$ cat src/rtl/busarb_pkg.sv
package busarb_pkg;
    typedef enum logic [1:0] {
        PARK_NONE  = 2'd0,
        PARK_LAST  = 2'd1,
        PARK_DFLT  = 2'd2,
        PARK_RSVD  = 2'd3
    } park_pol_e;
endpackage

$ cat src/rtl/busarb_rr_pick.sv
module busarb_rr_pick #(
    parameter int N  = 4,
    parameter int IW = (N > 1) ? $clog2(N) : 1
) (
    input  logic [N-1:0]  req,
    input  logic [IW-1:0] start,
    output logic          found,
    output logic [IW-1:0] idx
);
    always_comb begin
        found = 1'b0;
        idx   = '0;
        for (int k = 0; k < N; k++) begin
            int j;
            j = int'(start) + k;
            if (j >= N) j = j - N;
            if (!found && req[j]) begin
                found = 1'b1;
                idx   = IW'(j);
            end
        end
    end
endmodule

$ cat src/rtl/busarb_prio_pick.sv
module busarb_prio_pick #(
    parameter int N  = 4,
    parameter int PW = 2,
    parameter int IW = (N > 1) ? $clog2(N) : 1
) (
    input  logic [N-1:0]    req,
    input  logic [N*PW-1:0] prio,
    output logic            found,
    output logic [IW-1:0]   idx
);
    logic [PW-1:0] best;

    always_comb begin
        found = 1'b0;
        idx   = '0;
        best  = '0;
        // ascending scan with >= hands ties to the higher index
        for (int i = 0; i < N; i++) begin
            if (req[i] && (!found || prio[i*PW +: PW] >= best)) begin
                found = 1'b1;
                idx   = IW'(i);
                best  = prio[i*PW +: PW];
            end
        end
    end
endmodule

$ cat src/rtl/bus_slot_arbiter.sv
module bus_slot_arbiter
    import busarb_pkg::*;
#(
    parameter int NUM_MASTERS = 4,
    parameter int PRIO_W      = 2,
    localparam int IW         = (NUM_MASTERS > 1) ? $clog2(NUM_MASTERS) : 1
) (
    input  logic                          clk,
    input  logic                          rst_n,
    input  logic [NUM_MASTERS-1:0]        req,
    input  logic [NUM_MASTERS-1:0]        xfer_end,
    input  logic                          cfg_prio_mode,
    input  logic [1:0]                    cfg_idle_pol,
    input  logic [NUM_MASTERS*PRIO_W-1:0] cfg_prio,
    input  logic [IW-1:0]                 cfg_dflt_idx,
    output logic [NUM_MASTERS-1:0]        grant,
    output logic [IW-1:0]                 conn_idx,
    output logic                          conn_valid
);
    typedef struct packed {
        logic          busy;
        logic          valid;
        logic [IW-1:0] conn;
        logic [IW-1:0] ptr;
    } arb_state_t;

    arb_state_t st_d, st_q;

    logic          rr_found, pr_found;
    logic [IW-1:0] rr_idx, pr_idx;
    logic [IW-1:0] win_idx;
    logic [NUM_MASTERS-1:0] conn_oh;
    logic          fast_d, active_d, done_d;
    park_pol_e     pol;

    function automatic logic [IW-1:0] next_idx(input logic [IW-1:0] i);
        return (int'(i) == NUM_MASTERS - 1) ? '0 : i + 1'b1;
    endfunction

    busarb_rr_pick #(.N(NUM_MASTERS), .IW(IW)) u_rr (
        .req   (req),
        .start (st_q.ptr),
        .found (rr_found),
        .idx   (rr_idx)
    );

    busarb_prio_pick #(.N(NUM_MASTERS), .PW(PRIO_W), .IW(IW)) u_prio (
        .req   (req),
        .prio  (cfg_prio),
        .found (pr_found),
        .idx   (pr_idx)
    );

    always_comb begin
        pol      = park_pol_e'(cfg_idle_pol);
        win_idx  = cfg_prio_mode ? pr_idx : rr_idx;
        conn_oh  = '0;
        conn_oh[st_q.conn] = 1'b1;
        // parked master asking alone gets the slave without a settle cycle
        fast_d   = !st_q.busy && st_q.valid && req[st_q.conn]
                   && ((req & ~conn_oh) == '0);
        active_d = st_q.busy || fast_d;
        done_d   = active_d && xfer_end[st_q.conn];
        grant    = active_d ? conn_oh : '0;

        st_d = st_q;
        if (fast_d) begin
            st_d.busy = 1'b1;
            st_d.ptr  = next_idx(st_q.conn);
        end else if (!st_q.busy && (rr_found || pr_found)) begin
            st_d.busy  = 1'b1;
            st_d.valid = 1'b1;
            st_d.conn  = win_idx;
            st_d.ptr   = next_idx(win_idx);
        end
        if (done_d) begin
            st_d.busy = 1'b0;
            unique case (pol)
                PARK_LAST: st_d.valid = 1'b1;
                PARK_DFLT: begin
                    st_d.valid = 1'b1;
                    st_d.conn  = cfg_dflt_idx;
                end
                default:   st_d.valid = 1'b0;
            endcase
        end
    end

    always_ff @(posedge clk) begin
        if (!rst_n) st_q <= '0;
        else        st_q <= st_d;
    end

    assign conn_idx   = st_q.conn;
    assign conn_valid = st_q.valid;

    // ---------------- assertions ----------------
    assert_reset_clear_R1: assert property (@(posedge clk) disable iff (!rst_n)
        $rose(rst_n) |-> (grant == '0 && !conn_valid));

    assert_grant_onehot_R2: assert property (@(posedge clk) disable iff (!rst_n)
        $onehot0(grant));

    assert_grant_matches_conn_R2: assert property (@(posedge clk) disable iff (!rst_n)
        (|grant) |-> (conn_valid && grant[conn_idx]));

    assert_grant_held_R3: assert property (@(posedge clk) disable iff (!rst_n)
        ((|grant) && !(|(grant & xfer_end))) |=> (grant == $past(grant)));

    assert_park_none_R5: assert property (@(posedge clk) disable iff (!rst_n)
        ((|(grant & xfer_end)) && (cfg_idle_pol == 2'd0)) |=> !conn_valid);

    assert_park_last_R6: assert property (@(posedge clk) disable iff (!rst_n)
        ((|(grant & xfer_end)) && (cfg_idle_pol == 2'd1))
        |=> (conn_valid && conn_idx == $past(conn_idx)));

    assert_park_dflt_R7: assert property (@(posedge clk) disable iff (!rst_n)
        ((|(grant & xfer_end)) && (cfg_idle_pol == 2'd2))
        |=> (conn_valid && conn_idx == $past(cfg_dflt_idx)));
endmodule

$ cat config.mk
export PLATFORM = sky130hd
export DESIGN_NAME = bus_slot_arbiter
export DESIGN_NICKNAME = d
export VERILOG_FILES = /design/src/rtl/busarb_pkg.sv /design/src/rtl/busarb_rr_pick.sv /design/src/rtl/busarb_prio_pick.sv /design/src/rtl/bus_slot_arbiter.sv
export SDC_FILE = /design/constraint.sdc
export NUM_CORES = 1
export LEC_CHECK = 0
export ABC_AREA = 1
export ABC_CLOCK_PERIOD_IN_PS = 5400
export BUFFER_PORTS_ARGS = -buffer_cell sky130_fd_sc_hd__buf_2
export CELL_PAD_IN_SITES_DETAIL_PLACEMENT = 1
export CELL_PAD_IN_SITES_GLOBAL_PLACEMENT = 1
export CORE_AREA = 2 2 56 58
export CTS_CLUSTER_SIZE = 14
export DETAILED_ROUTE_END_ITERATION = 10
export DIE_AREA = 0 0 58 60
export PLACE_DENSITY_LB_ADDON = 0.1
export SLEW_MARGIN = 20
export SYNTH_ARGS = -nofsm -noshare
export SYNTH_HDL_FRONTEND = slang
export SYNTH_SLANG_ARGS = --single-unit
export TNS_END_PERCENT = 10
$ cat constraint.sdc
create_clock -name clk -period 5.4 [get_ports clk]
set_input_delay 0.27 -clock clk [delete_from_list [all_inputs] [get_ports clk]]
set_output_delay 0.27 -clock clk [all_outputs]
set_load 0.01 [all_outputs]
# Word level (Yosys, flattened, before mapping)
# Cells that the tools add are included.
[word_totals]
register_bits = 6
input_bits = 23
output_inout_bits = 7
wordCells = 115
[classes]
n_addsub = 9
order_cmp = 13
eq_ne = 5
n_mux = 51
bitwise = 3
reduce_logical = 30
[op_table]
columns = ["operator", "n"]
rows = [
  ["< comparator 32 x 4 -> 1 bit (second input constant)", 4],
  ["two-way mux 32 bit", 4],
  ["greater-or-equal comparator 32 x 4 -> 1 bit (second input constant)", 3],
  ["subtractor 32 x 4 -> 32 bit (second input constant)", 3],
  ["two-way mux 2 bit", 14],
  ["two-way mux 1 bit", 22],
  ["binary-select mux 1 bit (select 2 bit)", 6],
  ["logical AND 1 bit", 12],
  ["zero test 1 bit", 7],
  ["adder 2 x 2 -> 3 bit (second input constant)", 2],
  ["equality test 2 x 1 -> 1 bit (second input constant)", 3],
  ["greater-or-equal comparator 2 bit", 3],
  ["two-way mux 3 bit", 2],
  ["two-way mux 6 bit", 1],
  ["logical OR 1 bit", 5],
  ["adder 2 x 1 -> 2 bit (second input constant)", 2],
  ["AND 4 bit", 1],
  ["zero test 4 bit", 1],
  ["two-way mux 4 bit", 1],
  ["inverter 4 bit", 1],
  ["nonzero test 2 bit", 2],
  ["OR reduction 2 bit", 2],
  ["subtractor 2 x 3 -> 4 bit (second input constant)", 1],
  ["adder 2 x 1 -> 3 bit (second input constant)", 1],
  ["other kinds (8)", 8],
]

# Logic depth before layout (Yosys ltp)
[logic_depth]
depth_word = 22
ltp_mapped = 27
depth_no_buf = 27

# By module
# Synthesis repeated with hierarchy kept, for this count alone.
[hier_totals]
cells_unflattened = 212
hier_area_um2 = 1253.7
[by_module_without_submodules]
columns = ["mod", "n_inst", "cells_each", "area_each_um2"]
rows = [
  ["bus_slot_arbiter", 1, 105, 658.1],
  ["busarb_rr_pick", 1, 59, 319.1],
  ["busarb_prio_pick", 1, 48, 276.5],
]

# Worst setup path before layout
# No wires, ideal clock.
[synth_timing]
kind = "in2reg"
from = "input cfg_prio[0]"
to = "register st_q[1] in the netlist's numbering"
setup_ps = 114
t_arrival_ps = 2692
t_required_ps = 5286
setup_slack_ps = 2594
path_stages = 24
path_buffers = 0
path_cell_list = "nand2_1 > inv_1 > ha_1 > o21ai_0 > a21oi_1 > nand2_1 > o21ai_0 > ha_1 > o21ai_0 > nand2_1 > nand2_1 > nand2_1 > o21ai_0 > ha_1 > o21ai_0 > nand2_1 > nand2_1 > nand2_1 > nand2_1 > nand2_1 > nand2_1 > nand2_1 > nor2_1 > nor2_1"
[synth_via]
elab_chain_len = 18
[synth_rtl]
columns = ["item", "line", "rtl"]
rows = [
  ["start: declaration", "bus_slot_arbiter.sv:14", "input logic [NUM_MASTERS*PRIO_W-1:0] cfg_prio,"],
  ["two-way mux 2 bit *", "busarb_prio_pick.sv:19", "if (req[i] && (!found || prio[i*PW +: PW] >= best)) begin"],
  ["greater-or-equal comparator 2 bit", "busarb_prio_pick.sv:19", ""],
  ["logical OR 1 bit", "busarb_prio_pick.sv:19", ""],
  ["logical AND 1 bit", "busarb_prio_pick.sv:19", ""],
  ["two-way mux 2 bit or two-way mux 1 bit (tied branches)", "busarb_prio_pick.sv:19", ""],
  ["greater-or-equal comparator 2 bit or zero test 1 bit (tied branches)", "busarb_prio_pick.sv:19", ""],
  ["logical OR 1 bit", "busarb_prio_pick.sv:19", ""],
  ["logical AND 1 bit", "busarb_prio_pick.sv:19", ""],
  ["[... 2 more ...]", "--", ""],
  ["logical OR 1 bit", "busarb_prio_pick.sv:19", ""],
  ["logical AND 1 bit", "busarb_prio_pick.sv:19", ""],
  ["two-way mux 2 bit", "busarb_prio_pick.sv:19", ""],
  ["two-way mux 2 bit", "bus_slot_arbiter.sv:56", "win_idx = cfg_prio_mode ? pr_idx : rr_idx;"],
  ["adder 2 x 1 -> 2 bit or equality test 2 x 1 -> 1 bit (tied branches)", "bus_slot_arbiter.sv:37", "return (int'(i) == NUM_MASTERS - 1) ? '0 : i + 1'b1;"],
  ["two-way mux 2 bit", "bus_slot_arbiter.sv:37", ""],
  ["two-way mux 6 bit", "bus_slot_arbiter.sv:70", "end else if (!st_q.busy && (rr_found || pr_found)) begin"],
  ["two-way mux 2 bit", "bus_slot_arbiter.sv:67", "if (fast_d) begin"],
  ["end signal: assignment", "bus_slot_arbiter.sv:91", "else st_q <= st_d;"],
  ["end: declaration", "bus_slot_arbiter.sv:27", "arb_state_t st_d, st_q;"],
]
# Every way passes the cells marked *; elsewhere a longest branch is shown, timed or not. The select of a mux whose other input is x is not followed.
# A chain may end at the register's enable or synchronous reset.

# Worst setup path after layout
[layout_timing]
from = "input req[0]"
to = "register st_q[1] in the netlist's numbering"
[layout_via]
elab_chain_len = 18
[layout_rtl]
columns = ["item", "line", "rtl"]
rows = [
  ["start: declaration", "bus_slot_arbiter.sv:10", "input logic [NUM_MASTERS-1:0] req,"],
  ["two-way mux 2 bit (tied with other cells)", "busarb_prio_pick.sv:19", ""],
  ["greater-or-equal comparator 2 bit (tied with other cells)", "busarb_prio_pick.sv:19", ""],
  ["logical OR 1 bit or two-way mux 1 bit (tied branches)", "busarb_prio_pick.sv:19, busarb_rr_pick.sv:17", ""],
  ["logical AND 1 bit or two-way mux 1 bit (tied branches)", "busarb_prio_pick.sv:19, busarb_rr_pick.sv:17", ""],
  ["two-way mux 2 bit (tied with other cells)", "busarb_prio_pick.sv:19", ""],
  ["greater-or-equal comparator 2 bit (tied with other cells)", "busarb_prio_pick.sv:19", ""],
  ["logical OR 1 bit or two-way mux 1 bit (tied branches)", "busarb_prio_pick.sv:19, busarb_rr_pick.sv:17", ""],
  ["logical AND 1 bit or zero test 1 bit (tied branches)", "busarb_prio_pick.sv:19, busarb_rr_pick.sv:17", ""],
  ["[... 2 more ...]", "--", ""],
  ["logical OR 1 bit or zero test 1 bit (tied branches)", "busarb_prio_pick.sv:19, busarb_rr_pick.sv:17", ""],
  ["logical AND 1 bit, on equally long branches", "busarb_prio_pick.sv:19, busarb_rr_pick.sv:17", ""],
  ["two-way mux 2 bit, on equally long branches", "busarb_prio_pick.sv:19, busarb_rr_pick.sv:17", ""],
  ["two-way mux 2 bit", "bus_slot_arbiter.sv:56", ""],
  ["adder 2 x 1 -> 2 bit or equality test 2 x 1 -> 1 bit (tied branches)", "bus_slot_arbiter.sv:37", ""],
  ["two-way mux 2 bit", "bus_slot_arbiter.sv:37", ""],
  ["two-way mux 6 bit", "bus_slot_arbiter.sv:70", ""],
  ["two-way mux 2 bit", "bus_slot_arbiter.sv:67", ""],
]
# Parallel ways exist; a longest one is shown, timed or not. The select of a mux whose other input is x is not followed.

==> results.py <==
metrics = {
    "global_routing": {
        "grt_pass1_vias": 1238,
        "global_route_wire_length_before_repair_mm": 5.11,
        "antenna_found_initial": 0,
        "grt_use_total_pct": 18.4,
        "gr-total-overflow": 0,
        "largest_net_degree_at_the_start_of_global_routing": 10,
    },
    "sta": {
        "clock_skew_ps": 4.89,
        "setup_viol": 0,
        "setup-tns-final_ps": 0,
        "peak_clock_frequency_supported_by_timing_mhz": 317,
        "timing.final.hold_violations": 0,
        "worst_pin_slew_ps": 422,
        "timing.final.max_slew_violations": 0,
        "post-route-worst-setup-slack_ps": 2250,
        "setup_repair_after_global_routing_missed_its_margin": "false",
        "layout_worst_path_cycle_share_pct": 58.3,
        "final_critical_path_time_including_i_o_delays_and_setup_ps": 3150,
        "worst_relative_slew_slack_pct": 71.8,
    },
    "synth": {
        "yosys.area.top_type_share_pct": 23.3,
        "yosys_warnings": 0,
        "synth.lib_cells_used.distinct": 21,
        "synth-seq-cells": 6,
        "mappedNetlistArea_um2": 952,
        "synth_top_cells_by_area": "nand2_1 23%, ha_1 14%, dfxtp_1 13%, inv_1 9.5%, nand3_1 6.3%",
        "synthesis.nets": 207,
        "syn-mean-instance-area_um2": 5.50,
        "netlist.top_cell.by_area": "nand2_1",
        "yosysSeqAreaShare_pct": 12.6,
        "synthesis.instances": 173,
    },
    "clock_tree": {
        "tritoncts_num_sinks": 6,
        "cts.repair.resized": 0,
        "tritoncts": "built",
        "cts.hold.buffers_added": 0,
        "total_cts_buffers": 3,
        "post-cts-setup-buffers": 0,
        "clock_insertion_delay_at_the_later_pin_of_the_skew_report_ps": 240,
        "cts.root.buffer_cell": "clkbuf_4",
        "max-clock-path-buffers": 2,
        "cts_max_level": 1,
        "clk_transition_reported_paths_ps": 50,
    },
    "placed_design": {
        "globalplace.congestion": 0.886,
        "dp_hpwl_mm": 2.37,
        "pre_cts_slack_ps": 1950,
        "io_buffers": 29,
    },
    "floorplanning": {
        "initial_utilization_pct": 32.8,
        "ioPinCount": 30,
        "fp-row-count": 20,
        "core_region_area_mm2": 0.00290,
        "floorplan.die.height_um": 60,
        "die-width_um": 58,
        "design.die.area_mm2": 0.00348,
    },
    "detailed_routing": {
        "drt-initial-drc-count": 43,
        "route.final.wire_length_mm": 2.78,
        "vias_per_cell": 4.95,
        "post_route_antenna_net_violation_count": 0,
        "drt_first_pass_iters": 4,
        "route.detailed.drc": 0,
        "vias": 1164,
        "avgRoutedWirePerCell_um": 11.8,
    },
    "power": {
        "power_density_mw_per_mm2": 285,
        "p_leak_nw": 0.680,
        "ir_worst_vdd_uv": 148,
    },
    "worst_setup_path": {
        "cp_max_fo": 6,
        "cp_data_required_time_ps": 5590,
        "arrival_ps": 3340,
        "timing.setup.critical_path_class": "in -> reg",
        "crit_path_end_kind": "register",
        "worst_setup_path_start_kind": "input port",
    },
    "final_layout": {
        "nets": 238,
        "insertedDiodeCount": 0,
        "final_layout_size_suffix_gt1_share_pct": 23.3,
        "area.growth.synth_to_final_pct": 19.2,
    },
    "run": {
        "max_cap_violations": 0,
    },
    "worst_hold_path": {
        "min_path_type": "in -> reg",
    },
    "run_status": {
        "result_of_the_run": "completed",
    },
}
## cells in the mapped netlist, drive strengths merged
master   n
nand2   66
inv     29
nand3   14
nor2    14
a21oi   11
ha      11
o21ai   11
dfxtp    6
buf      3
a31oi    2
clkinv   2
nor3     2
a211oi   1
a22oi    1
## logic make-up after synthesis
family / count (synthesis) / synth area share (%)
flip-flops: 6 / 12.6
AO/OA/AOI/OAI: 26 / 14.5
adder cells (fa/ha/maj): 11 / 14.5
AND/OR/NAND/NOR: 96 / 42.8
buffers and inverters: 34 / 15.6
## placed cells by master, fill, tap and decap left out, types with 3 or more instances in the layout
master	synthesis	routed
inv_2	4	4
nor2_1	14	14
nand2_1	59	59
a21oi_1	11	11
o21ai_1	3	3
o21ai_0	8	8
ha_1	11	11
inv_1	24	24
dfxtp_1	6	6
buf_2	0	29
nand2_2	7	7
nand3_1	12	12
clkbuf_4	0	3
## critical path, stage by stage
cell     delay [ps]
buf_2           140
nand2_1          90
inv_1            50
ha_1            260
o21ai_0          80
a21oi_1         300
nand2_1          80
o21ai_0         130
ha_1            280
o21ai_0         150
nand2_1          60
nand2_1         140
nand2_1          80
o21ai_0         110
ha_1            260
o21ai_0         160
nand2_1          80
nand2_1          80
nand3_1         100
a21oi_1         190
nand2_1          70
nand2_1          60
nor2_1           40
nor2_1           70
## sequential cells by signal, summed over array words and instances (netlist names)
name / cells
conn_valid: 1
conn_idx: 2
st_q: 3
## through the flow
step / power, mW / utilization, % / instances / hold WS, ps / cell area, um^2
floorplan: 0.232 / - / 173 / 396 / 952
global placement: 0.276 / 38.3 / 232 / 480 / 1110
detailed placement: 0.285 / 38.3 / 232 / 500 / 1110
CTS: 0.330 / 39.1 / 235 / 275 / 1130
global route: 0.368 / 39.1 / 235 / 293 / 1130
finish: 0.324 / 39.1 / 235 / 277 / 1130
## report_power, final
group	internal [mW]	leakage (nW)	switching [mW]	total (mW)
combinational	0.0747	0.616	0.129	0.204
sequential	0.0561	0.0500	0.0216	0.0777
clock	0.0252	0.0138	0.0172	0.0425
## routing by layer
metal  part of all wire (%)  track usage, %  vias up
li1                       -               -      606
met1                     48            22.2      539
met2                     49            36.5       19
met3                    3.0           0.649        0
met4                      0            2.99        0
met5                      0               0        -
## cell type report
class	instances	area [um^2]
timing repair buffer	29	145
clock buffer	3	22.5
tap	33	41.3
sequential	6	120
fill	410	1770
inverter	31	123
multi-input combinational	133	683
## worst paths after layout
kind | to | start | slack (ps) | cells after the start
max | st_q[1] | req[0] | 2250 | 24
min | conn_valid | rst_n | 280 | 3
max reg2reg | conn_idx[0] | conn_idx[0] | 3580 | 12
min reg2reg | conn_valid | conn_valid | 510 | 2
No activity file was read; power rests on OpenSTA's default activity.
